==> config.mk <==
export PLATFORM = sky130hd
export DESIGN_NAME = keyed_wdog
export DESIGN_NICKNAME = d
export VERILOG_FILES = /design/src/rtl/kwd_pkg.sv /design/src/rtl/kwd_tick_sync.sv /design/src/rtl/kwd_key_seq.sv /design/src/rtl/kwd_counter.sv /design/src/rtl/keyed_wdog.sv
export SDC_FILE = /design/constraint.sdc
export NUM_CORES = 1
export LEC_CHECK = 0
export BUFFER_PORTS_ARGS = -buffer_cell sky130_fd_sc_hd__clkbuf_2
export CAP_MARGIN = 40
export CORE_MARGIN = 2
export CORE_UTILIZATION = 40
export DETAILED_ROUTE_END_ITERATION = 12
export HOLD_SLACK_MARGIN = 0.15
export SLEW_MARGIN = 20
export SYNTH_ARGS = -nofsm -noshare
export SYNTH_HDL_FRONTEND = slang
export SYNTH_SLANG_ARGS = --single-unit
==> constraint.sdc <==
create_clock -name clk -period 3.1 [get_ports clk]
set_input_delay 0.93 -clock clk [delete_from_list [all_inputs] [get_ports clk]]
set_output_delay 0.93 -clock clk [all_outputs]
set_load 0.1 [all_outputs]
==> src/rtl/kwd_pkg.sv <==
package kwd_pkg;

  // register select codes on the write port
  localparam logic [1:0] SEL_CTRL = 2'd0;
  localparam logic [1:0] SEL_KEY  = 2'd1;
  localparam logic [1:0] SEL_STAT = 2'd2;

  // control byte field positions
  localparam int CTL_EN_BIT  = 7;
  localparam int CTL_CLR_BIT = 5;
  localparam int STAT_FLAG_BIT = 7;

  typedef enum logic [1:0] {
    KS_SHUT       = 2'd0,
    KS_SHUT_ARMED = 2'd1,
    KS_OPEN       = 2'd2,
    KS_OPEN_ARMED = 2'd3
  } key_state_e;

endpackage

==> src/rtl/kwd_tick_sync.sv <==
module kwd_tick_sync #(
  parameter int STAGES = 2
) (
  input  logic clk,
  input  logic rst_n,
  input  logic osc_i,
  output logic tick_o
);
  localparam int LAST = STAGES - 1;

  logic [STAGES-1:0] chain_q;
  logic              seen_q;

  generate
    if (STAGES == 1) begin : g_single
      always_ff @(posedge clk or negedge rst_n) begin
        if (!rst_n) chain_q <= '0;
        else        chain_q <= osc_i;
      end
    end else begin : g_multi
      always_ff @(posedge clk or negedge rst_n) begin
        if (!rst_n) chain_q <= '0;
        else        chain_q <= {chain_q[STAGES-2:0], osc_i};
      end
    end
  endgenerate

  always_ff @(posedge clk or negedge rst_n) begin
    if (!rst_n) seen_q <= 1'b0;
    else        seen_q <= chain_q[LAST];
  end

  // one enable pulse per synchronised rising edge
  assign tick_o = chain_q[LAST] & ~seen_q;
endmodule

==> src/rtl/kwd_key_seq.sv <==
module kwd_key_seq
  import kwd_pkg::*;
#(
  parameter logic [7:0] OPEN_A  = 8'h1E,
  parameter logic [7:0] OPEN_B  = 8'hE1,
  parameter logic [7:0] CLOSE_A = 8'hE1,
  parameter logic [7:0] CLOSE_B = 8'h1E
) (
  input  logic       clk,
  input  logic       rst_n,
  input  logic       key_wr,
  input  logic [7:0] key_byte,
  input  logic       wd_fire,
  output logic       open_o
);
  key_state_e st_q, st_d;

  always_comb begin
    case (st_q)
      KS_SHUT:       st_d = (key_byte == OPEN_A)  ? KS_SHUT_ARMED : KS_SHUT;
      KS_SHUT_ARMED: st_d = (key_byte == OPEN_B)  ? KS_OPEN       : KS_SHUT;
      KS_OPEN:       st_d = (key_byte == CLOSE_A) ? KS_OPEN_ARMED : KS_OPEN;
      KS_OPEN_ARMED: st_d = (key_byte == CLOSE_B) ? KS_SHUT       : KS_OPEN;
      default:       st_d = KS_SHUT;
    endcase
  end

  always_ff @(posedge clk or negedge rst_n) begin
    if (!rst_n)       st_q <= KS_SHUT;
    else if (wd_fire) st_q <= KS_SHUT;
    else if (key_wr)  st_q <= st_d;
  end

  assign open_o = (st_q == KS_OPEN) || (st_q == KS_OPEN_ARMED);
endmodule

==> src/rtl/kwd_counter.sv <==
module kwd_counter #(
  parameter int CNT_W    = 16,
  parameter int BASE_EXP = 9,
  parameter int SEL_W    = 3
) (
  input  logic             clk,
  input  logic             rst_n,
  input  logic             tick,
  input  logic             run,
  input  logic             restart,
  input  logic [SEL_W-1:0] sel,
  output logic             fire
);
  localparam int CODES = 1 << SEL_W;

  logic [CNT_W-1:0] cnt_q;
  logic [CNT_W-1:0] lim_tbl [CODES];

  // terminal count per select code: 2^(BASE_EXP+code) - 1
  generate
    for (genvar g = 0; g < CODES; g++) begin : g_lim
      assign lim_tbl[g] = CNT_W'((64'd1 << (BASE_EXP + g)) - 64'd1);
    end
  endgenerate

  assign fire = tick & run & ~restart & (cnt_q >= lim_tbl[sel]);

  always_ff @(posedge clk or negedge rst_n) begin
    if (!rst_n)                       cnt_q <= '0;
    else if (!run || restart || fire) cnt_q <= '0;
    else if (tick)                    cnt_q <= cnt_q + 1'b1;
  end
endmodule

==> src/rtl/keyed_wdog.sv <==
module keyed_wdog
  import kwd_pkg::*;
#(
  parameter int         CNT_W       = 16,
  parameter int         BASE_EXP    = 9,
  parameter int         SEL_W       = 3,
  parameter int         SYNC_STAGES = 2,
  parameter logic [7:0] KEY_A       = 8'h1E,
  parameter logic [7:0] KEY_B       = 8'hE1
) (
  input  logic       clk,
  input  logic       rst_n,
  input  logic       osc_tick,
  input  logic       wr_en,
  input  logic [1:0] wr_sel,
  input  logic [7:0] wr_data,
  output logic [7:0] ctrl_rdata,
  output logic       ctrl_open,
  output logic       wdt_flag,
  output logic       wdt_rst_req
);
  logic             tick;
  logic             fire;
  logic             ctl_wr, key_wr, st_wr, restart;
  logic             en_q, flag_q, req_q;
  logic [SEL_W-1:0] sel_q;

  assign ctl_wr  = wr_en && (wr_sel == SEL_CTRL) && ctrl_open;
  assign key_wr  = wr_en && (wr_sel == SEL_KEY);
  assign st_wr   = wr_en && (wr_sel == SEL_STAT);
  assign restart = ctl_wr && wr_data[CTL_CLR_BIT];

  kwd_tick_sync #(.STAGES(SYNC_STAGES)) u_sync (
    .clk    (clk),
    .rst_n  (rst_n),
    .osc_i  (osc_tick),
    .tick_o (tick)
  );

  kwd_key_seq #(
    .OPEN_A  (KEY_A),
    .OPEN_B  (KEY_B),
    .CLOSE_A (KEY_B),
    .CLOSE_B (KEY_A)
  ) u_key (
    .clk      (clk),
    .rst_n    (rst_n),
    .key_wr   (key_wr),
    .key_byte (wr_data),
    .wd_fire  (fire),
    .open_o   (ctrl_open)
  );

  kwd_counter #(
    .CNT_W    (CNT_W),
    .BASE_EXP (BASE_EXP),
    .SEL_W    (SEL_W)
  ) u_cnt (
    .clk     (clk),
    .rst_n   (rst_n),
    .tick    (tick),
    .run     (en_q),
    .restart (restart),
    .sel     (sel_q),
    .fire    (fire)
  );

  // control register; a timeout acts as the watchdog's own reset
  always_ff @(posedge clk or negedge rst_n) begin
    if (!rst_n) begin
      en_q  <= 1'b0;
      sel_q <= '0;
    end else if (fire) begin
      en_q  <= 1'b0;
      sel_q <= '0;
    end else if (ctl_wr) begin
      en_q  <= wr_data[CTL_EN_BIT];
      sel_q <= wr_data[SEL_W-1:0];
    end
  end

  // cause flag survives the watchdog reset, only hardware reset or software clears it
  always_ff @(posedge clk or negedge rst_n) begin
    if (!rst_n)                                 flag_q <= 1'b0;
    else if (fire)                              flag_q <= 1'b1;
    else if (st_wr && !wr_data[STAT_FLAG_BIT])  flag_q <= 1'b0;
  end

  always_ff @(posedge clk or negedge rst_n) begin
    if (!rst_n) req_q <= 1'b0;
    else        req_q <= fire;
  end

  always_comb begin
    ctrl_rdata             = '0;
    ctrl_rdata[CTL_EN_BIT] = en_q;
    ctrl_rdata[SEL_W-1:0]  = sel_q;
  end

  assign wdt_flag    = flag_q;
  assign wdt_rst_req = req_q;
endmodule

* After elaboration in Yosys (flattened, before gate mapping) *
Memories as Yosys holds them, arrays and structs flattened.
Index checks and enable logic that the tools add are counted.

word-level totals
  bits in read-only memories = 128
  output and inout port bits = 11
  register bits after elaboration = 27
  logic and storage cells = 60
  memories kept = 1
  input port bits = 14

operators by class
  muxes and demuxes = 17
  $add $sub $neg = 1
  bitwise operators = 7
  reductions and logical operators = 17
  eq/ne operators = 7
  order comparisons = 2

memories
  memory           words  width  read ports  clocked after Yosys merged registers in  wr ports  RTL line           RTL
  (no name shown)  8      16     1           0                                        0         kwd_counter.sv:26  assign fire = tick & run & ~restart & (cnt_q >= lim_tbl[sel]);

operators by type and width
  operator               number
  $mux 16                4
  $add 16x1->16 const B  1
  $ge 16x16->1           1
  $eq 8x5->1 const B     1
  $eq 8x8->1 const B     1
  $mux 2                 4
  $pmux 2 s4             1
  $reduce_bool 2->1      4
  $eq 2x2->1 const B     3
  $logic_and 1x1->1      6
  $mux 1                 6
  $mux 3                 2
  $and 1x1->1            4
  $eq 2x1->1 const B     2
  $ge 4x4->1 const B     1
  $logic_not 2->1        2
  $not 3->4              1
  $logic_or 1x1->1       3
  $logic_not 1->1        2
  $not 1->1              2

* Depth between registers and ports, before layout *
  depth in word-level cells = 9
  gate-level depth with buffers = 9
  gate-level depth less buffers = 7

* Hierarchy *
Synthesis repeated with hierarchy kept, for this count alone.

unflattened totals
  cells, all modules = 189
  area total of the unflattened synthesis = 1838.0 µm²

by module, submodules not included
  module         sequential area each (µm²)  cells an instance  times used  area an instance (µm²)
  kwd_counter    400.4                       137                1           1227.4
  keyed_wdog     150.1                       30                 1           341.6
  kwd_key_seq    50.0                        18                 1           180.2
  kwd_tick_sync  75.1                        4                  1           88.8

* Worst setup path before layout *
No wires, ideal clock.

  path kind = reg-to-reg
  start = register sel_q[2]
  end = register u_cnt.cnt_q[15]
  arrival = 2.867 ns
  path slack = 0.149 ns
  data required time = 3.017 ns
  buffers on the path = 1
  setup time = 0.083 ns
  clock period less this slack = 2.951 ns
  stages on the path, launching flop included = 9
  cells stage by stage = dfrtp_1 -> clkbuf_1 -> nand3_1 -> ha_1 -> nand4_1 -> nor4_2 -> or3_4 -> or4_1 -> a31oi_1

between the ends
  longest elaborated chain between the ends = 8
  elaborated cells between the ends (all ways) = 9
  classes of those cells = order compare (1); mux (3); bitwise (2); reduce/logical (2); memory (1)

RTL lines
  item                                           RTL line           RTL
  from (decl)                                    keyed_wdog.sv:26   logic [SEL_W-1:0] sel_q;
  from (signal assigned)                         keyed_wdog.sv:78   sel_q <= wr_data[SEL_W-1:0];
  $not 3->4 (not written as such) *              kwd_counter.sv:26
  $mem_v2 8x16 *                                 n/a
  $mux 16 (not written as such) * (2 in series)  kwd_counter.sv:26
  $ge 16x16->1 *                                 kwd_counter.sv:26
  $and 1x1->1 *                                  kwd_counter.sv:26
  $logic_or 1x1->1 *                             kwd_counter.sv:30  else if (!run || restart || fire) cnt_q <= '0;
  $mux 16 or $reduce_bool 2->1 (tied branches)   n/a
  to (signal assigned)                           kwd_counter.sv:31  else if (tick) cnt_q <= cnt_q + 1'b1;
  to (decl)                                      kwd_counter.sv:16  logic [CNT_W-1:0] cnt_q;

Mark *: on every way between the ends. The rest lies on a longest branch, timed or not. The select of a mux whose other input is x is not followed.
A chain may end at the register's enable or synchronous reset.

* Worst setup path in the final report *
  start = register sel_q[2]
  end = register u_cnt.cnt_q[3]

Same word-level chain as after synthesis.

==> impl_metrics.yaml <==
status:
  status: "finished, final reports clean"
drt:
  routed_wl_mm: 3.832
  first_pass_iters: 4
  ant_nets: 0
  vias: 1542
  wl_per_cell_um: 14.35
  drc: 0
  via_per_inst: 5.775
  drtIter0Drc: 93
placed_design:
  dp_hpwl_mm: 2.795
  gp_congestion: 0.8172
  port_buffers: 20
synth:
  syn_area_um2: 1719
  synthMuxAreaShare: 0.005822
  synthCells: 201
  synth_top_family_by_area: "simple AND/OR/NAND/NOR gates"
  synth-main-ff-cell: "dfrtp_1"
  synth_compound_gate_area_share: 0.1434
  synth-seq-cells: 27
  synth_xor_area_frac: 0
  synthAdderAreaFrac: 0.05822
  ys_types: 41
  synth_edf_count: 0
  synth_simple_gate_area_frac: 0.3464
  postSynth.asyncResetShare: 1.000
  yosys_warnings: 0
  ys_seq_area_frac: 0.3930
  syn_avg_cell_area_um2: 8.553
layout:
  drive_gt1_frac: 0.1659
  antennaDiodeCount: 0
  finalNetCount: 240
  area_growth_pct: 10.19
  final_util: 0.4669
clocking:
  worstSkewPairLatency_ns: 0.27
  cts.clk_slew.worst_paths_ns: 0.10
  root_buffer: "clkbuf_8"
  cts_hold_buf: 0
  numCtsBuffers: 3
  cts_resized: 0
  clock-sinks: 27
  cts_tree: "built"
  cts_max_level: 1
  postCtsSetupRepairBufs: 0
  clock_path_buffers: 2
setup_path:
  crit_path_end_kind: "flip-flop"
  crit_required_ns: 3.30
  start_kind: "flip-flop"
  arrival_ns: 2.56
  critPathKind: "flip-flop to flip-flop"
  worstPathMaxFanout: 9
hold_path:
  hp-class: "flip-flop to flip-flop"
grt:
  grt_overflow: 0
  grt_max_degree: 28
  grt_pass1_wl_mm: 6.651
  grt_antenna_before_repair: 0
  grt_pass1_vias: 1417
  grtUsageTotal: 0.1674
floorplanning:
  core_area_um2: 4058
  die_w_um: 69.56
  io_pins: 25
  die_area_um2: 4839
  start_util: 0.4237
  fp.dieH_um: 69.56
  num_rows: 23
sta:
  worstMarginPinSlew_ns: 0.8159
  fin_setup_tns_ns: 0
  fin_crit_ns: 2.366
  fmax_ghz: 0.4227
  rsz0062_at_grt: "false"
  clock_skew_ns: 0.007006
  report.final.slew_viol_count: 0
  hold_viol: 0
  period_share: 0.7632
  slew_headroom: 0.4561
  setup_viol: 0
power:
  p_per_area_nw_per_um2: 701.3
  p_leak_uw: 0.0008107
  peakVddDrop_uv: 240.9
flow_run:
  maxCapViolCount: 0
==> final cells by class <==
cell class                      instances  area, um2
Multi-Input combinational cell        159      972.2
Fill cell                             407       2163
Inverter                                4      15.01
Timing Repair Buffer                   23      122.6
Sequential cell                        27      675.6
Clock buffer                            3      41.29
Tap cell                               50      62.56
Clock inverter                          1      5.005
==> cells by family after synthesis <==
kind of cell    Yosys count
simple gates            104
other cells               1
fa+ha+maj                 8
compound gates           42
mux                       1
flops                    27
buf+inv                  18
==> cell usage after synthesis (2+ instances only) <==
master	count	area share
inv_1	4	0.0087
nor2_1	7	0.015
nand3_1	23	0.067
o21ai_1	2	0.0058
nor4_1	5	0.018
nor3_1	7	0.020
a21o_1	2	0.0087
nand3b_1	2	0.0087
a21oi_1	16	0.047
nand2_1	26	0.057
a21oi_2	2	0.010
a31oi_1	7	0.025
dfrtp_1	27	0.39
nand4_1	9	0.033
buf_4	5	0.022
nor4bb_1	3	0.017
ha_1	8	0.058
nor4_2	2	0.015
o211ai_1	2	0.0087
clkbuf_1	7	0.015
a21boi_0	2	0.0087
o21ai_0	7	0.020
or4_1	4	0.017
or3_1	4	0.015
o21a_1	2	0.0087
==> path summary, 6_finish.rpt <==
path	slack, ns	cells past startpoint	endpoint	start
setup / recovery	0.73	7	u_cnt.cnt_q[3]$_DFFE_PN0P_	sel_q[2]$_DFFE_PN0P_
hold / removal	0.36	0	u_sync.chain_q[1]$_DFF_PN0_	u_sync.chain_q[0]$_DFF_PN0_
setup reg to reg	0.73	7	u_cnt.cnt_q[3]$_DFFE_PN0P_	sel_q[2]$_DFFE_PN0P_
hold reg to reg	0.36	0	u_sync.chain_q[1]$_DFF_PN0_	u_sync.chain_q[0]$_DFF_PN0_
max in group asynchronous	1.99	1	sel_q[1]$_DFFE_PN0P_	rst_n
min in group asynchronous	0.67	1	u_cnt.cnt_q[2]$_DFFE_PN0P_	rst_n
==> metal layers <==
metal	track usage	up-vias	routed length (um)
met5	0	-	0
met4	0.02614	0	20
met3	0.03198	2	153
met2	0.2618	30	1684
met1	0.2452	739	1974
li1	-	771	-
==> critical path: stages, from the launching register on <==
cell	delay [ns]
dfrtp_1	0.50
o21ai_0	0.15
ha_1	0.31
nand4_1	0.17
a21oi_2	0.08
or3_4	0.41
or4_1	0.50
a31oi_1	0.17
==> power by group <==
part	switching (uW)	internal, uW
Sequential	123	428
Clock	113	90.2
Combinational	374	200
Total	610	718
==> stage by stage <==
stage	hold WS (ns)	setup slack (ns)	instances	instance area, um2	power [uW]
detailed placement	0.3389	0.7348	263	1848	1135
global route	0.3650	0.4762	267	1894	1424
global placement	0.3368	0.7615	263	1848	1128
CTS	0.3627	0.7280	267	1894	1338
finish	0.3585	0.7341	267	1894	1328
floorplan	0.3312	0.1495	204	1730	991.7
==> placed cells by master, fill, tap and decap left out, types with 2 or more instances in the layout <==
| cell type | count |
|---|---|
| ha_1 | 8 |
| nor3_1 | 6 |
| nor3_2 | 2 |
| o21ai_0 | 7 |
| nor4bb_1 | 3 |
| conb_1 | 4 |
| nor4_1 | 5 |
| o21a_1 | 2 |
| o21ai_1 | 2 |
| a21boi_0 | 2 |
| clkbuf_2 | 20 |
| inv_1 | 4 |
| nor4_2 | 2 |
| a21o_1 | 2 |
| dfrtp_1 | 27 |
| o211ai_1 | 2 |
| a21oi_2 | 2 |
| or3_1 | 4 |
| nand2_1 | 26 |
| nand3_1 | 23 |
| a31oi_1 | 7 |
| or4_1 | 4 |
| nand3b_1 | 2 |
| nand4_1 | 9 |
| buf_4 | 3 |
| nor2_1 | 7 |
| a21oi_1 | 16 |
| clkbuf_8 | 3 |
==> state kept, by name, indices dropped and copies added, names as in the netlist <==
name,cells
u_cnt.cnt_q,16
wdt_rst_req,1
wdt_flag,1
u_key.st_q,2
u_sync.seen_q,1
sel_q,3
u_sync.chain_q,2
en_q,1
(Power assumes the default switching activity.)
